### config.mk
export PLATFORM = sky130hd
export DESIGN_NAME = xreg_addsub
export DESIGN_NICKNAME = d
export VERILOG_FILES = /design/src/rtl/xreg_addsub_pkg.sv /design/src/rtl/xreg_extend.sv /design/src/rtl/xreg_shift.sv /design/src/rtl/xreg_core.sv /design/src/rtl/xreg_addsub.sv
export SDC_FILE = /design/constraint.sdc
export NUM_CORES = 1
export LEC_CHECK = 0
export BUFFER_PORTS_ARGS = -buffer_cell sky130_fd_sc_hd__buf_2
export CORE_UTILIZATION = 40
export DETAILED_ROUTE_END_ITERATION = 10
export PLACE_DENSITY_LB_ADDON = 0.15
export SKIP_LAST_GASP = 1
export SYNTH_ARGS = -nofsm -noshare
export SYNTH_HDL_FRONTEND = slang
export SYNTH_SLANG_ARGS = --single-unit
export TNS_END_PERCENT = 50
### constraint.sdc
create_clock -name clk -period 6.4 [get_ports clk]
set_clock_uncertainty 0.1 [all_clocks]
set_input_delay 0.32 -clock clk [delete_from_list [all_inputs] [get_ports clk]]
set_output_delay 0.32 -clock clk [all_outputs]
set_load 0.03 [all_outputs]
### src/rtl/xreg_addsub_pkg.sv
package xreg_addsub_pkg;

   // Field size selected by ext_sel[1:0]
   typedef enum logic [1:0] {
      FLD_BYTE  = 2'b00,
      FLD_HALF  = 2'b01,
      FLD_WORD  = 2'b10,
      FLD_DWORD = 2'b11
   } fld_e;

   typedef struct packed {
      logic n;
      logic z;
      logic c;
      logic v;
   } nzcv_t;

endpackage

### src/rtl/xreg_extend.sv
module xreg_extend #(
   parameter int XLEN = 64
) (
   input  logic [XLEN-1:0] src,
   input  logic [2:0]      sel,
   input  logic            wide,
   output logic [XLEN-1:0] ext
);
   localparam int HALF = XLEN / 2;
   localparam int NFLD = 4;

   logic [NFLD-1:0][XLEN-1:0] cand;
   logic [XLEN-1:0]           full;
   logic                      signed_sel;

   assign signed_sel = sel[2];

   // One candidate per field size; the full width needs no fill
   for (genvar k = 0; k < NFLD; k++) begin : g_fld
      localparam int FW = XLEN >> (NFLD - 1 - k);
      if (FW == XLEN) begin : g_full
         assign cand[k] = src;
      end else begin : g_part
         logic fill;
         assign fill    = signed_sel & src[FW-1];
         assign cand[k] = {{(XLEN-FW){fill}}, src[FW-1:0]};
      end
   end

   always_comb begin
      full = cand[sel[1:0]];
      if (wide) ext = full;
      else      ext = {{HALF{1'b0}}, full[HALF-1:0]};
   end
endmodule

### src/rtl/xreg_shift.sv
module xreg_shift #(
   parameter int XLEN = 64,
   parameter int SHW  = 3
) (
   input  logic [XLEN-1:0] din,
   input  logic [SHW-1:0]  amt,
   input  logic            wide,
   output logic [XLEN-1:0] dout
);
   localparam int HALF = XLEN / 2;

   logic [SHW:0][XLEN-1:0] stg;

   assign stg[0] = din;

   // Logarithmic shifter: stage i moves by 2**i
   for (genvar i = 0; i < SHW; i++) begin : g_stage
      assign stg[i+1] = amt[i] ? (stg[i] << (2**i)) : stg[i];
   end

   always_comb begin
      if (wide) dout = stg[SHW];
      else      dout = {{HALF{1'b0}}, stg[SHW][HALF-1:0]};
   end
endmodule

### src/rtl/xreg_core.sv
module xreg_core
   import xreg_addsub_pkg::*;
#(
   parameter int W = 64
) (
   input  logic [W-1:0] a,
   input  logic [W-1:0] b,
   input  logic         sub,
   output logic [W-1:0] res,
   output nzcv_t        flags
);
   logic [W-1:0] bop;
   logic [W:0]   sum;

   always_comb begin
      bop       = sub ? ~b : b;
      sum       = {1'b0, a} + {1'b0, bop} + {{W{1'b0}}, sub};
      res       = sum[W-1:0];
      flags.n   = sum[W-1];
      flags.z   = (sum[W-1:0] == '0);
      flags.c   = sum[W];
      flags.v   = (a[W-1] == bop[W-1]) && (sum[W-1] != a[W-1]);
   end
endmodule

### src/rtl/xreg_addsub.sv
module xreg_addsub
   import xreg_addsub_pkg::*;
#(
   parameter int XLEN      = 64,
   parameter int SHW       = 3,
   parameter int MAX_SHIFT = 4
) (
   input  logic            clk,
   input  logic            rst,
   input  logic            in_valid,
   input  logic            is_sub,
   input  logic            wide,
   input  logic [2:0]      ext_sel,
   input  logic [SHW-1:0]  shamt,
   input  logic [XLEN-1:0] opa,
   input  logic [XLEN-1:0] opb,
   output logic            out_valid,
   output logic [XLEN-1:0] result,
   output logic            flag_n,
   output logic            flag_z,
   output logic            flag_c,
   output logic            flag_v,
   output logic            bad_shift
);
   localparam int HALF = XLEN / 2;

   // Elaboration-time parameter checks
   if (XLEN % 8 != 0 || XLEN < 16) begin : g_bad_xlen
      $error("xreg_addsub: XLEN must be a multiple of 8 and at least 16");
   end
   if (SHW < 1 || MAX_SHIFT >= (2**SHW)) begin : g_bad_shw
      $error("xreg_addsub: MAX_SHIFT must be encodable in SHW bits");
   end

   logic [XLEN-1:0] ext_val;
   logic [XLEN-1:0] sh_val;
   logic [XLEN-1:0] res_w;
   logic [HALF-1:0] res_n;
   nzcv_t           fl_w;
   nzcv_t           fl_n;
   logic [XLEN-1:0] res_sel;
   nzcv_t           fl_sel;
   logic            sh_bad;

   xreg_extend #(.XLEN(XLEN)) u_ext (
      .src (opb),
      .sel (ext_sel),
      .wide(wide),
      .ext (ext_val)
   );

   xreg_shift #(.XLEN(XLEN), .SHW(SHW)) u_shift (
      .din (ext_val),
      .amt (shamt),
      .wide(wide),
      .dout(sh_val)
   );

   xreg_core #(.W(XLEN)) u_core_w (
      .a    (opa),
      .b    (sh_val),
      .sub  (is_sub),
      .res  (res_w),
      .flags(fl_w)
   );

   xreg_core #(.W(HALF)) u_core_n (
      .a    (opa[HALF-1:0]),
      .b    (sh_val[HALF-1:0]),
      .sub  (is_sub),
      .res  (res_n),
      .flags(fl_n)
   );

   always_comb begin
      sh_bad = (int'(shamt) > MAX_SHIFT);
      if (wide) begin
         res_sel = res_w;
         fl_sel  = fl_w;
      end else begin
         res_sel = {{HALF{1'b0}}, res_n};
         fl_sel  = fl_n;
      end
   end

   always_ff @(posedge clk) begin
      if (rst) begin
         out_valid <= 1'b0;
         result    <= '0;
         flag_n    <= 1'b0;
         flag_z    <= 1'b0;
         flag_c    <= 1'b0;
         flag_v    <= 1'b0;
         bad_shift <= 1'b0;
      end else begin
         out_valid <= in_valid;
         if (in_valid) begin
            result    <= res_sel;
            flag_n    <= fl_sel.n;
            flag_z    <= fl_sel.z;
            flag_c    <= fl_sel.c;
            flag_v    <= fl_sel.v;
            bad_shift <= sh_bad;
         end
      end
   end
endmodule

Word-level counts from Yosys, hierarchy flattened --
Cells that the tools add are included.
Word-level totals: bits in registers 70, bits in latches 0, bits in writable memories 0, bits in read-only memories 0, bits of input ports 139, output and inout port bits 70, logic and storage cells 37, memories 0
Cells by class: $add $sub $neg 4, $mul 0, divide/modulo/power cells 0, $lt $le $gt $ge 2, equal/unequal tests 4, shifts and indexed selects 0, muxes and demuxes 11, bitwise operators 5, reductions and logical operators 4
Operators with widths (number):
- $mux W64 | 8
- $bmux W64 S2 | 1
- $add A64 B64 Y65 | 1
- $add A65 B1 Y65 | 1
- $logic_not A64 Y1 | 1
- $not A64 Y64 | 1
- $add A32 B32 Y33 | 1
- $add A33 B1 Y33 | 1
- $logic_not A32 Y1 | 1
- $mux W32 | 1
- $not A32 Y32 | 1
- $mux W4 | 1
- $and A1 B1 Y1 | 3
- $gt A3 B3 Y1 const B | 1
- $lt A2 B3 Y1 const B | 1
- $eq A1 B1 Y1 | 2
- $logic_and A1 B1 Y1 | 2
- $ne A1 B1 Y1 | 2

Logic depth before layout (Yosys ltp) --
depth after elaboration 15, depth in mapped cells 26, gate-level depth less buffers 23

By module --
From an unflattened synthesis, not the netlist that was laid out.
Second synthesis, totals: cell total of the unflattened synthesis 1797, area total of the unflattened synthesis 13867.0 um^2
By module, submodules not included:
- xreg_core at u_core_w | instances 1, cells an instance 717, area each 4855.9 um^2, sequential area each 0.0 um^2
- xreg_addsub | instances 1, cells an instance 309, area each 3055.4 um^2, sequential area each 1401.3 um^2
- xreg_core at u_core_n | instances 1, cells an instance 376, area each 2681.3 um^2, sequential area each 0.0 um^2
- xreg_shift | instances 1, cells an instance 269, area each 2478.6 um^2, sequential area each 0.0 um^2
- xreg_extend | instances 1, cells an instance 126, area each 795.8 um^2, sequential area each 0.0 um^2

Worst setup path before layout --
No wires, ideal clock.
path type input-to-reg, start input port ext_sel[0], end register flag_v, setup time 131 ps, arrival time 4915 ps, data required time 6169 ps, path slack 1253 ps, stages on the path 23, cell sequence mux2_2 > a21oi_1 > nor2b_1 > clkbuf_1 > clkbuf_1 > clkbuf_1 > nand2_1 > mux2i_1 > mux2i_1 > mux2i_1 > xor2_1 > ha_1 > a21o_1 > o21bai_1 > a2111oi_0 > o21ai_0 > a2111oi_2 > nor3_1 > or2_1 > a21boi_1 > xnor2_1 > a311oi_1 > nor3_1
On the way: cells in the longest elaborated chain, start to end 14, elaborated cells on any way between the ends 22
RTL lines:
- start: declaration | RTL line xreg_addsub.sv:13 | input logic [2:0] ext_sel,
- $bmux W64 S2 * | RTL line xreg_extend.sv:31 | full = cand[sel[1:0]];
- $mux W64 (implied by the code) * | RTL line xreg_extend.sv:31
- $mux W64 * | RTL line xreg_extend.sv:32 | if (wide) ext = full;
- $mux W64 * (3 in series) | RTL line xreg_shift.sv:18 | assign stg[i+1] = amt[i] ? (stg[i] << (2**i)) : stg[i];
- $mux W64 * | RTL line xreg_shift.sv:22 | if (wide) dout = stg[SHW];
- $not A64 Y64 or $not A32 Y32 (tied branches) | RTL line xreg_core.sv:16 | bop = sub ? ~b : b;
- $mux W64 or $mux W32 (tied branches) | RTL line xreg_core.sv:16
- $add A64 B64 Y65 or $add A32 B32 Y33 (tied branches) | RTL line xreg_core.sv:17 | sum = {1'b0, a} + {1'b0, bop} + {{W{1'b0}}, sub};
- $add A65 B1 Y65 or $add A33 B1 Y33 (tied branches) | RTL line xreg_core.sv:17
- $ne A1 B1 Y1 | RTL line xreg_core.sv:22 | flags.v = (a[W-1] == bop[W-1]) && (sum[W-1] != a[W-1]);
- $logic_and A1 B1 Y1 | RTL line xreg_core.sv:22
- $mux W4 * | RTL line xreg_addsub.sv:77 | if (wide) begin
- end signal: assignment | RTL line xreg_addsub.sv:102 | flag_v <= fl_sel.v;
- end: declaration | RTL line xreg_addsub.sv:22 | output logic flag_v,
Every way passes the cells marked *; elsewhere a longest branch is shown, timed or not. The select of a mux whose other input is x is not followed. A chain may end at the register's enable or synchronous reset.

Final worst setup path --
start input port ext_sel[0], end register flag_z
On the way: cells in the longest elaborated chain, start to end 13, elaborated cells on any way between the ends 18
RTL lines:
- $bmux W64 S2 * | RTL line xreg_extend.sv:31
- $mux W64 (implied by the code) * | RTL line xreg_extend.sv:31
- $mux W64 * | RTL line xreg_extend.sv:32
- $mux W64 * (3 in series) | RTL line xreg_shift.sv:18
- $mux W64 * | RTL line xreg_shift.sv:22
- $not A64 Y64 or $not A32 Y32 (tied branches) | RTL line xreg_core.sv:16
- $mux W64 or $mux W32 (tied branches) | RTL line xreg_core.sv:16
- $add A64 B64 Y65 or $add A32 B32 Y33 (tied branches) | RTL line xreg_core.sv:17
- $add A65 B1 Y65 or $add A33 B1 Y33 (tied branches) | RTL line xreg_core.sv:17
- $logic_not A64 Y1 or $logic_not A32 Y1 (tied branches) | RTL line xreg_core.sv:20 | flags.z = (sum[W-1:0] == '0);
- $mux W4 * | RTL line xreg_addsub.sv:77
- end signal: assignment | RTL line xreg_addsub.sv:100 | flag_z <= fl_sel.z;
- end: declaration | RTL line xreg_addsub.sv:20 | output logic flag_z,
Marks and branches as above.

==> results.py <==
metrics = {
    "timing": {
        "hold_violations": 0,
        "max_freq_mhz": 182.2,
        "finalSetupTns_ns": 0,
        "setup_viol": 0,
        "fin_crit_sh_pct": 85.77,
        "slew_headroom_pct": 36.35,
        "tightest_slew_ns": 0.9548,
        "finalCriticalPeriod_ns": 5.489,
        "slew_violations": 0,
        "worst_slack_ns": 0.9106,
        "rsz0062_at_grt": "false",
    },
    "power": {
        "power_frac_comb_pct": 66.3,
        "switching_power_mw": 1.505,
        "leakage_nw": 5.628,
        "p_clk_share_pct": 16.2,
        "seqPwrFrac_pct": 17.6,
        "intPower_mw": 1.502,
        "ir_drop_mv": 0.1097,
        "power_density_nw_per_um2": 241.9,
        "sw_frac_of_total_pct": 50.04,
    },
    "setup_path": {
        "required_ns": 6.58,
        "crit_chain": "buf_2 -> buf_4 -> or2_2 -> a21oi_1 -> a21oi_1 -> mux2i_1 -> nor2_1 -> a21oi_1 -> xnor2_1 -> ha_1 -> a21oi_1 -> o21ai_1 -> a221oi_1 -> nor3_1 -> a2111oi_2 -> nor2b_1 -> a21boi_2 -> or3b_1 -> a2111oi_2 -> nand4b_1 -> nand2_1",
        "slowest_stage": "a221oi_1",
        "worstPathArrival_ns": 5.67,
        "path_max_fanout": 34,
        "critPathLaunchType": "input port",
        "crit_buf_inv": 2,
        "cp_top_family": "compound AO/OA/AOI/OAI gates",
        "cp_common_cell": "a21oi_1",
        "critical_path_class": "in2reg",
        "cpPeakStageDelay_ns": 0.65,
        "cp-end-kind": "flip-flop",
    },
    "floorplan": {
        "core_sq_um": 26350,
        "io_pins": 209,
        "rows": 59,
        "die_x_um": 166.8,
        "dieArea_sq_um": 27830,
        "fp.dieH_um": 166.8,
        "start_util_pct": 41.24,
    },
    "synth": {
        "syn_nets": 1746,
        "synth_area_sq_um": 10870,
        "synthFlopType": "dfxtp_1",
        "yosys_warnings": 0,
        "yosysTopAreaCell": "mux2i_1",
        "synth_seq_area_share_pct": 12.89,
        "async_flop_share_pct": 0,
        "synth_top_area_share_pct": 14.37,
        "synthTopCellsByArea": "mux2i_1, dfxtp_1, ha_1",
        "synth_edf_count": 0,
        "yosysMostFrequentCell": "nand2_1",
        "yosys-top-cells-count": "nand2_1, mux2i_1, nor2_1",
        "synthCells": 1543,
        "synth.avg_cell_area_sq_um": 7.043,
        "synthDistinctLibCells": 80,
        "synth-seq-cells": 70,
    },
    "global_route": {
        "grt_pass1_wl_um": 58700,
        "grt_max_degree": 72,
        "grt_use_total_pct": 26.27,
        "antenna_found_initial": 0,
        "grt-ovfl-total": 0,
        "grt_pass1_vias": 10520,
    },
    "clock_tree": {
        "postCtsSetupRepairBufs": 0,
        "cts_buffers": 9,
        "clockRootBuffer": "clkbuf_16",
        "cts_hold_buffers": 0,
        "cts_tree": "yes",
        "clk_pin_slew_ns": 0.06,
        "cts_sinks": 70,
        "ctsResizeCount": 0,
        "clock_path_buffers": 2,
        "clkLatencyLatePin_ns": 0.33,
        "htreeDepth": 3,
    },
    "finish": {
        "nets": 1889,
        "diodes": 0,
        "final.fill_count": 2823,
        "syn_to_final_growth_pct": 14.38,
        "multi_input_area_sq_um": 8944,
        "drive_gt1_share_pct": 16.38,
        "regArea_sq_um": 1401,
        "design_area_sq_um": 12430,
    },
    "routing": {
        "routed_wl_um": 37410,
        "drt_pass1_iterations": 5,
        "vias_per_cell": 5.803,
        "ant_nets": 0,
        "post_drt_wl_per_cell_um": 18.46,
        "vias": 11760,
        "dr.first_iter.drc_count": 936,
        "drc": 0,
    },
    "job": {
        "drv_cap": 0,
    },
    "placed_design": {
        "placed_cell_area_sq_um": 12140,
        "pre_cts_ws_ns": 0.5952,
        "place.gp.congestion": 0.9783,
        "dp_hpwl_um": 31550,
        "portBuffers": 208,
    },
    "status": {
        "status": "finished, final reports clean",
    },
    "worst_hold_path": {
        "min_path_type": "reg2reg",
    },
}
[layout by cell type, fill, tap and decap left out, types with 31 or more instances in the layout]
| cell | instances |
|---|---|
| a21o_1 | 45 |
| a21oi_1 | 119 |
| buf_2 | 207 |
| dfxtp_1 | 70 |
| ha_1 | 63 |
| mux2i_1 | 156 |
| nand2_1 | 169 |
| nand3_1 | 31 |
| nor2_1 | 145 |
| nor2b_1 | 49 |
| nor3_1 | 43 |
| o21ai_0 | 109 |
| xnor2_1 | 50 |
| xor2_1 | 52 |
[worst paths after layout]
check | start | end | slack, ns | cells past startpoint
hold reg to reg | result[19] | result[19] | 0.36 | 2
hold / removal | result[19] | result[19] | 0.36 | 2
setup / recovery | ext_sel[0] | flag_z | 0.91 | 21
setup reg to reg | flag_z | flag_z | 5.18 | 5
[power groups by stage]
| stage | clock network, mW | logic, mW | registers (mW) |
|---|---|---|---|
| after detailed placement | 0 | 1.95 | 0.538 |
| after floorplan | 0 | 1.27 | 0.653 |
| after global placement | 0 | 1.95 | 0.538 |
| after global routing | 0.515 | 2.18 | 0.535 |
| final | 0.486 | 1.99 | 0.529 |
| after CTS | 0.493 | 1.96 | 0.529 |
[metrics by stage]
stage | total power [mW] | cells | hold slack [ns] | utilization, %
6_report | 3.007 | 2026 | 0.3626 | 47.17
5_1_grt | 3.229 | 2026 | 0.3634 | 47.17
4_1_cts | 2.981 | 2026 | 0.3450 | 47.17
3_5_place_dp | 2.490 | 2010 | 0.3553 | 46.06
3_3_place_gp | 2.484 | 2010 | 0.3468 | 46.06
2_1_floorplan | 1.926 | 1543 | 0.4525 | -
[worst min-delay path: stages, from the launching register on]
cell,delay [ns]
dfxtp_1,0.31
nand2_1,0.06
a21oi_1,0.05
[cell type report]
cell class,count,share of cell area [%]
flip-flops and latches,70,11.27
clock inverters,5,0.4831
well taps,335,3.372
clock buffers,11,1.872
inverters,30,0.9059
repair buffers,237,10.15
multi-input cells,1338,71.95
[flip-flops by register name, indices dropped and copies added (netlist names)]
name,cells
result,64
bad_shift,1
flag_c,1
flag_n,1
flag_v,1
flag_z,1
out_valid,1
[metal layers]
metal	track usage, %	up-vias	share of wire (%)
met3	2.400	26	6.8
met5	0	-	0
met1	41.97	5374	53
met4	5.193	0	1.3
li1	-	5930	-
met2	37.13	427	39
[cells by family (layout without fill, tap and decap cells)]
logic type,count (synthesis),after routing,share of synthesized area [%]
flops,70,70,12.89
simple gates,548,548,24.10
compound gates,460,460,27.22
mux,164,164,15.30
buf+inv,135,283,4.835
xor+xnor,102,102,8.220
fa+ha+maj,64,64,7.437
Power figures use the tool's default switching activity.
